File: src/rtl/synth_cfg_port.sv
module synth_cfg_port #(
  parameter int WORD_W = 24,
  parameter int SEL_W  = 2,
  parameter int SYNC_N = 2,
  parameter int MUX_W  = 3
) (
  input  logic                      clk,
  input  logic                      rst_n,
  input  logic                      ser_clk,
  input  logic                      ser_dat,
  input  logic                      ser_le,
  output logic [WORD_W-SEL_W-1:0]   ifr_q,
  output logic [WORD_W-SEL_W-1:0]   ifn_q,
  output logic [WORD_W-SEL_W-1:0]   rfr_q,
  output logic [WORD_W-SEL_W-1:0]   rfn_q,
  output logic                      if_pd,
  output logic                      rf_pd,
  output logic [MUX_W-1:0]          ld_sel
);
  localparam int PAY_W  = WORD_W - SEL_W;
  localparam int NLAT   = 1 << SEL_W;
  localparam int PD_BIT = PAY_W - 1;

  logic [SYNC_N-1:0] ck_s, dt_s, le_s;
  logic              ck_d, le_d;
  logic [WORD_W-1:0] sr;
  logic [PAY_W-1:0]  lat [NLAT];

  always_ff @(posedge clk) begin
    if (!rst_n) begin
      ck_s <= '0;
      dt_s <= '0;
      le_s <= '0;
      ck_d <= 1'b0;
      le_d <= 1'b0;
    end else begin
      ck_s <= {ck_s[SYNC_N-2:0], ser_clk};
      dt_s <= {dt_s[SYNC_N-2:0], ser_dat};
      le_s <= {le_s[SYNC_N-2:0], ser_le};
      ck_d <= ck_s[SYNC_N-1];
      le_d <= le_s[SYNC_N-1];
    end
  end

  wire ck_rise = ck_s[SYNC_N-1] & ~ck_d;
  wire le_rise = le_s[SYNC_N-1] & ~le_d;
  wire dat_now = dt_s[SYNC_N-1];

  always_ff @(posedge clk) begin
    if (!rst_n)       sr <= '0;
    else if (ck_rise) sr <= {sr[WORD_W-2:0], dat_now};
  end

  always_ff @(posedge clk) begin
    for (int i = 0; i < NLAT; i++) begin
      if (!rst_n)
        lat[i] <= '0;
      else if (le_rise && sr[SEL_W-1:0] == SEL_W'(i))
        lat[i] <= sr[WORD_W-1:SEL_W];
    end
  end

  assign ifr_q  = lat[0];
  assign ifn_q  = lat[1];
  assign rfr_q  = lat[2];
  assign rfn_q  = lat[3];
  assign if_pd  = lat[1][PD_BIT];
  assign rf_pd  = lat[3][PD_BIT];
  assign ld_sel = lat[2][PAY_W-1 -: MUX_W];


  shift_in_chk: assert property (@(posedge clk) disable iff (!rst_n)
    ck_rise |=> sr[0] == $past(dat_now) && sr[WORD_W-1:1] == $past(sr[WORD_W-2:0]));


  hold_chk: assert property (@(posedge clk) disable iff (!rst_n)
    !le_rise |=> $stable(ifr_q) && $stable(ifn_q) && $stable(rfr_q) && $stable(rfn_q));


  single_dest_chk: assert property (@(posedge clk) disable iff (!rst_n)
    $onehot0({ifr_q != $past(ifr_q), ifn_q != $past(ifn_q),
              rfr_q != $past(rfr_q), rfn_q != $past(rfn_q)}));


  ifn_dest_chk: assert property (@(posedge clk) disable iff (!rst_n)
    le_rise && sr[SEL_W-1:0] == 2'b01 |=> ifn_q == $past(sr[WORD_W-1:SEL_W]));


  rfr_dest_chk: assert property (@(posedge clk) disable iff (!rst_n)
    le_rise && sr[SEL_W-1:0] == 2'b10 |=> rfr_q == $past(sr[WORD_W-1:SEL_W]));


  one_commit_chk: assert property (@(posedge clk) disable iff (!rst_n)
    le_rise |=> !le_rise);
endmodule

File: config.mk
export PLATFORM = sky130hd
export DESIGN_NAME = synth_cfg_port
export DESIGN_NICKNAME = d
export VERILOG_FILES = /design/src/rtl/synth_cfg_port.sv
export SDC_FILE = /design/constraint.sdc
export NUM_CORES = 1
export LEC_CHECK = 0
export BUFFER_PORTS_ARGS = -buffer_cell sky130_fd_sc_hd__buf_2
export CAP_MARGIN = 10
export CORE_UTILIZATION = 46
export DETAILED_ROUTE_END_ITERATION = 7
export GPL_TIMING_DRIVEN = 1
export PLACE_DENSITY = 0.69
export SETUP_SLACK_MARGIN = 0.4
export SYNTH_ARGS = -nofsm -noshare
export SYNTH_HDL_FRONTEND = slang
export SYNTH_SLANG_ARGS = --single-unit
export TNS_END_PERCENT = 10
File: constraint.sdc
create_clock -name clk -period 3.4 [get_ports clk]
set_input_delay 0.17 -clock clk [delete_from_list [all_inputs] [get_ports clk]]
set_output_delay 0.17 -clock clk [all_outputs]
set_load 0.01 [all_outputs]
* Word level (Yosys, flattened, before mapping)
Memory sizes are Yosys's and may differ from the RTL's. Index checks and enable logic that the tools add are counted.
Word-level totals: memories 1, logic and storage cells 40, output and inout port bits 93, RAM bits 88, input port bits 5, bits in registers 32
Cells by class: reductions and logical operators 5, equal/unequal tests 3, bitwise logic cells 8, muxes and demuxes 17
Memory list:
- lat | words 4, bits a word 22, rd ports 4, clocked after memory_dff 0, wr ports 4, RTL line 27 | logic [PAY_W-1:0] lat [NLAT];
Operator list (number):
- $mux 22 | 4
- $mux 1 | 13
- $eq 2x2->1 const B | 2
- $logic_and 1x1->1 | 4
- $or 1x1->1 | 4
- $and 1x1->1 | 2
- $eq 2x1->1 const B | 1
- $logic_not 2->1 | 1
- $not 1->1 | 2

* Logic depth before layout (Yosys ltp)
depth in word-level cells 7, gate-level depth with buffers 4, gate-level depth less buffers 2

* Worst setup path before layout
Ideal clock, no wire load.
path type flip-flop to flip-flop, start point register sr[0], end point memory lat[0][0] in the netlist's numbering (enable), arrival 2.199 ns, stages on the path, launching flop included 3, clock period less this slack 2.634 ns, slack 0.766 ns, required time 2.965 ns, buffers on the path 1, setup time 0.435 ns, cell sequence dfxtp_1 buf_2 o31ai_1
RTL lines:
- start, declared | RTL line 26 | logic [WORD_W-1:0] sr;
- start signal, assigned | RTL line 51 | else if (ck_rise) sr <= {sr[WORD_W-2:0], dat_now};
- end, declared | RTL line 27

==> run summary <==
================================================================================
Num Clock Sinks                                                              120
Fraction of the yosys area taken by sequential cells                       73.4%
Max Buffers Root-to-Sink                                                       2
Hold WS                                                                 0.148 ns
Aggregate global-route resource usage                                      18.4%
Number of remaining DRC errors                                                 0
Detailed-routing iteration count for the pre-antenna-repair pass               6
Synthesized instance count                                                   345
Headroom to the max-slew limit                                             29.0%
PortBufs                                                                      97
Clock tree from TritonCTS                                                    yes
Peak supply drop                                                          377 uV
Via count of the first global-routing pass                                  2745
Average instance area after synthesis                                  13.0 um^2
Cell accounting for the most synthesized area                       sky130_fd_sc_hd__edfxtp_1
Top post-synthesis cells by area                                    sky130_fd_sc_hd__edfxtp_1 (59%), sky130_fd_sc_hd__dfxtp_1 (14%), sky130_fd_sc_hd__nor2_1 (7.4%)
Post-synthesis async set-or-reset flop share                                  0%
Antenna fix cells                                                              0
Total number of placement rows                                                35
Post-route total power                                                   3550 uW
Sequential Power Share                                                     46.0%
Crit path buf inv count                                                        0
Seq cells post-synth                                                         120
Routed wire per std cell                                                 14.5 um
Post-detailed-route via-to-cell ratio                                       4.79
Number of different library cells in the post-synthesis netlist               18
Proportion of power drawn by the clock network                             50.3%
Type of the worst setup path                                          reg -> reg
Transition time of the tightest slew-check pin                           1.06 ns
Pins Over Slew Limit                                                           0
Largest fanout of any net on the critical path                                27
Design internal power                                                    2850 uW
Synth top area share                                                       59.0%
Post-route cell area                                                   5660 um^2
Total grt overflow                                                             0
Cell-by-cell trace of the critical path                                  o31ai_4
Endpoints failing hold                                                         0
Fraction of the cycle the final worst path needs                           58.0%
Slowest Stage Delay on Critical Path                                     1.02 ns
Die boundary height                                                       101 um
Max-capacitance violation count                                                0
Clock slew at reported path FFs                                          0.05 ns
Crit. Startpoint                                                    sr[0]$_SDFFE_PN0P_
Launch point of the worst hold path                                        rst_n
Switching share of power                                                   19.9%
Ports                                                                         98
Launch instance of the worst register-to-register path              sr[0]$_SDFFE_PN0P_
Fin util                                                                   60.7%
H-tree depth                                                                   4
Initial core utilization                                                   48.0%
Run status                                                             completed
Highest-delay cell along the critical path                          sky130_fd_sc_hd__o31ai_4
Fill cell count                                                              737
Final RePlAce weighted congestion                                          0.760
Die Wd                                                                    101 um
Number of antenna violations at the first check in global routing              0
Flip-flop cell with the highest count after synthesis               sky130_fd_sc_hd__edfxtp_1
Post-synth EDFFs                                                              88
Proportion of power drawn by combinational gates                            3.7%
Critical path launch point type                                         register
Global-route wire length before repair                                  13600 um
Delay-heaviest family, CP                                           compound AO/OA/AOI/OAI gates
Die Footprint                                                         10100 um^2
Clock buffer count from CTS                                                   17
Net Count, Synth                                                             350
Count of endpoints failing setup in the final report                           0
Number of buffers inserted to repair setup after CTS                           0
CP required                                                              3.52 ns
Pleak                                                                 0.00209 uW
Most frequent cells after synthesis                                 sky130_fd_sc_hd__edfxtp_1 (88), sky130_fd_sc_hd__nor2_1 (88), sky130_fd_sc_hd__nand2_1 (47), sky130_fd_sc_hd__dfxtp_1 (32), sky130_fd_sc_hd__mux2i_1 (24)
Final critical-path required period                                      1.97 ns
Arrival @ worst endpoint                                                 2.09 ns
Total detailed-routing wirelength                                        8490 um
Worst-skew pair later-pin latency                                        0.50 ns
Worst setup EP type                                                     register
Number of warnings printed during yosys synthesis                              0
Worst clock skew on the final layout                                  0.00600 ns
NetSw                                                                     709 uW
Maximum operating frequency                                              507 MHz
DR vias                                                                     2812
Placeable core area                                                    9330 um^2
Worst min-delay path class                                             in -> reg
DRT antenna net count                                                          0
Library cell used as clock root buffer                              sky130_fd_sc_hd__clkbuf_8
Fraction of final layout cells with drive strength greater than 1          30.6%
Post-place instance area                                               5030 um^2
Detailed placer's ending HPWL                                            5710 um
Setup repair after global routing missed its margin                        false
Final Net Count                                                              450
Area of the mapped netlist                                             4480 um^2
Violation count after the first detailed-route iteration                     128
Setup TNS                                                                   0 ns
Ratio of total power to cell area                                    628 nW/um^2
Largest net degree at the start of global routing                             32
P&R area growth vs syn                                                     26.6%
================================================================================
[sequential cells by signal, indices dropped and copies added (netlist names)]
| name | count |
|---|---|
| le_d | 1 |
| ck_d | 1 |
| ck_s | 2 |
| dt_s | 2 |
| sr | 24 |
| lat | 88 |
| le_s | 2 |
[power groups by stage]
stage	Sequential (uW)	Combinational [uW]	Clock, uW
finish	1630	133	1790
global route	1640	146	1870
floorplan	1690	50.0	0
global placement	1660	131	0
detailed placement	1660	133	0
CTS	1630	136	1800
[layout make-up]
type                            instances  area [um^2]  share of cell area [%]
Multi-Input combinational cell        198         1050                    18.5
Inverter                                1         3.75                  0.0663
Clock inverter                         14          181                    3.20
Sequential cell                       120         3280                    58.0
Tap cell                              129          161                    2.85
Clock buffer                           18          418                    7.38
Timing Repair Buffer                  107          568                    10.0
[stage by stage]
stage | setup WS, ns | cells
finish | 1.43 | 587
global route | 1.24 | 587
CTS | 1.41 | 587
detailed placement | 1.40 | 552
global placement | 1.45 | 552
floorplan | 0.766 | 345
[metal layers]
metal | wire length, um | global-route usage (%) | part of all wire [%]
met1 | 3580 | 22.6 | 42
met2 | 4290 | 29.7 | 51
met3 | 494 | 6.03 | 5.8
met4 | 127 | 8.25 | 1.5
met5 | 0 | 0 | 0
[final timing paths]
path / depth (start not counted) / slack [ns] / end
setup / recovery: 1 / 1.43 / lat[2][15]$_SDFFCE_PN0P_
hold / removal: 3 / 0.15 / sr[3]$_SDFFE_PN0P_
setup reg to reg: 1 / 1.43 / lat[2][15]$_SDFFCE_PN0P_
hold reg to reg: 1 / 0.44 / ck_s[1]$_SDFF_PN0_
[cell families (layout without fill, tap and decap cells)]
group                  count (synthesis)  after routing  share of synthesized area, %
buffers and inverters                 27            140                          4.17
multiplexers                          24             24                          5.37
flip-flops                           120            120                          73.4
AND/OR/NAND/NOR                      170            170                          16.6
AO/OA/AOI/OAI                          4              4                         0.559
[layout by cell type (no fill, tap or decap), drive strengths merged]
cell / count
o31ai: 2
inv: 1
and2: 8
clkbuf: 18
nand2: 47
bufinv: 4
nand2b: 23
buf: 104
clkinv: 6
mux2i: 24
nor2b: 1
nand3b: 1
clkinvlp: 4
nand4b: 1
dfxtp: 32
o21ai: 2
dlygate4sd3: 3
nor2: 88
edfxtp: 88
nand4bb: 1
[what timing repair did]
action                    in CTS  in global routing
hold buffers                   3                  0
hold endpoints to repair       3                  0
resized for setup              0                  0
(Power assumes the default switching activity.)
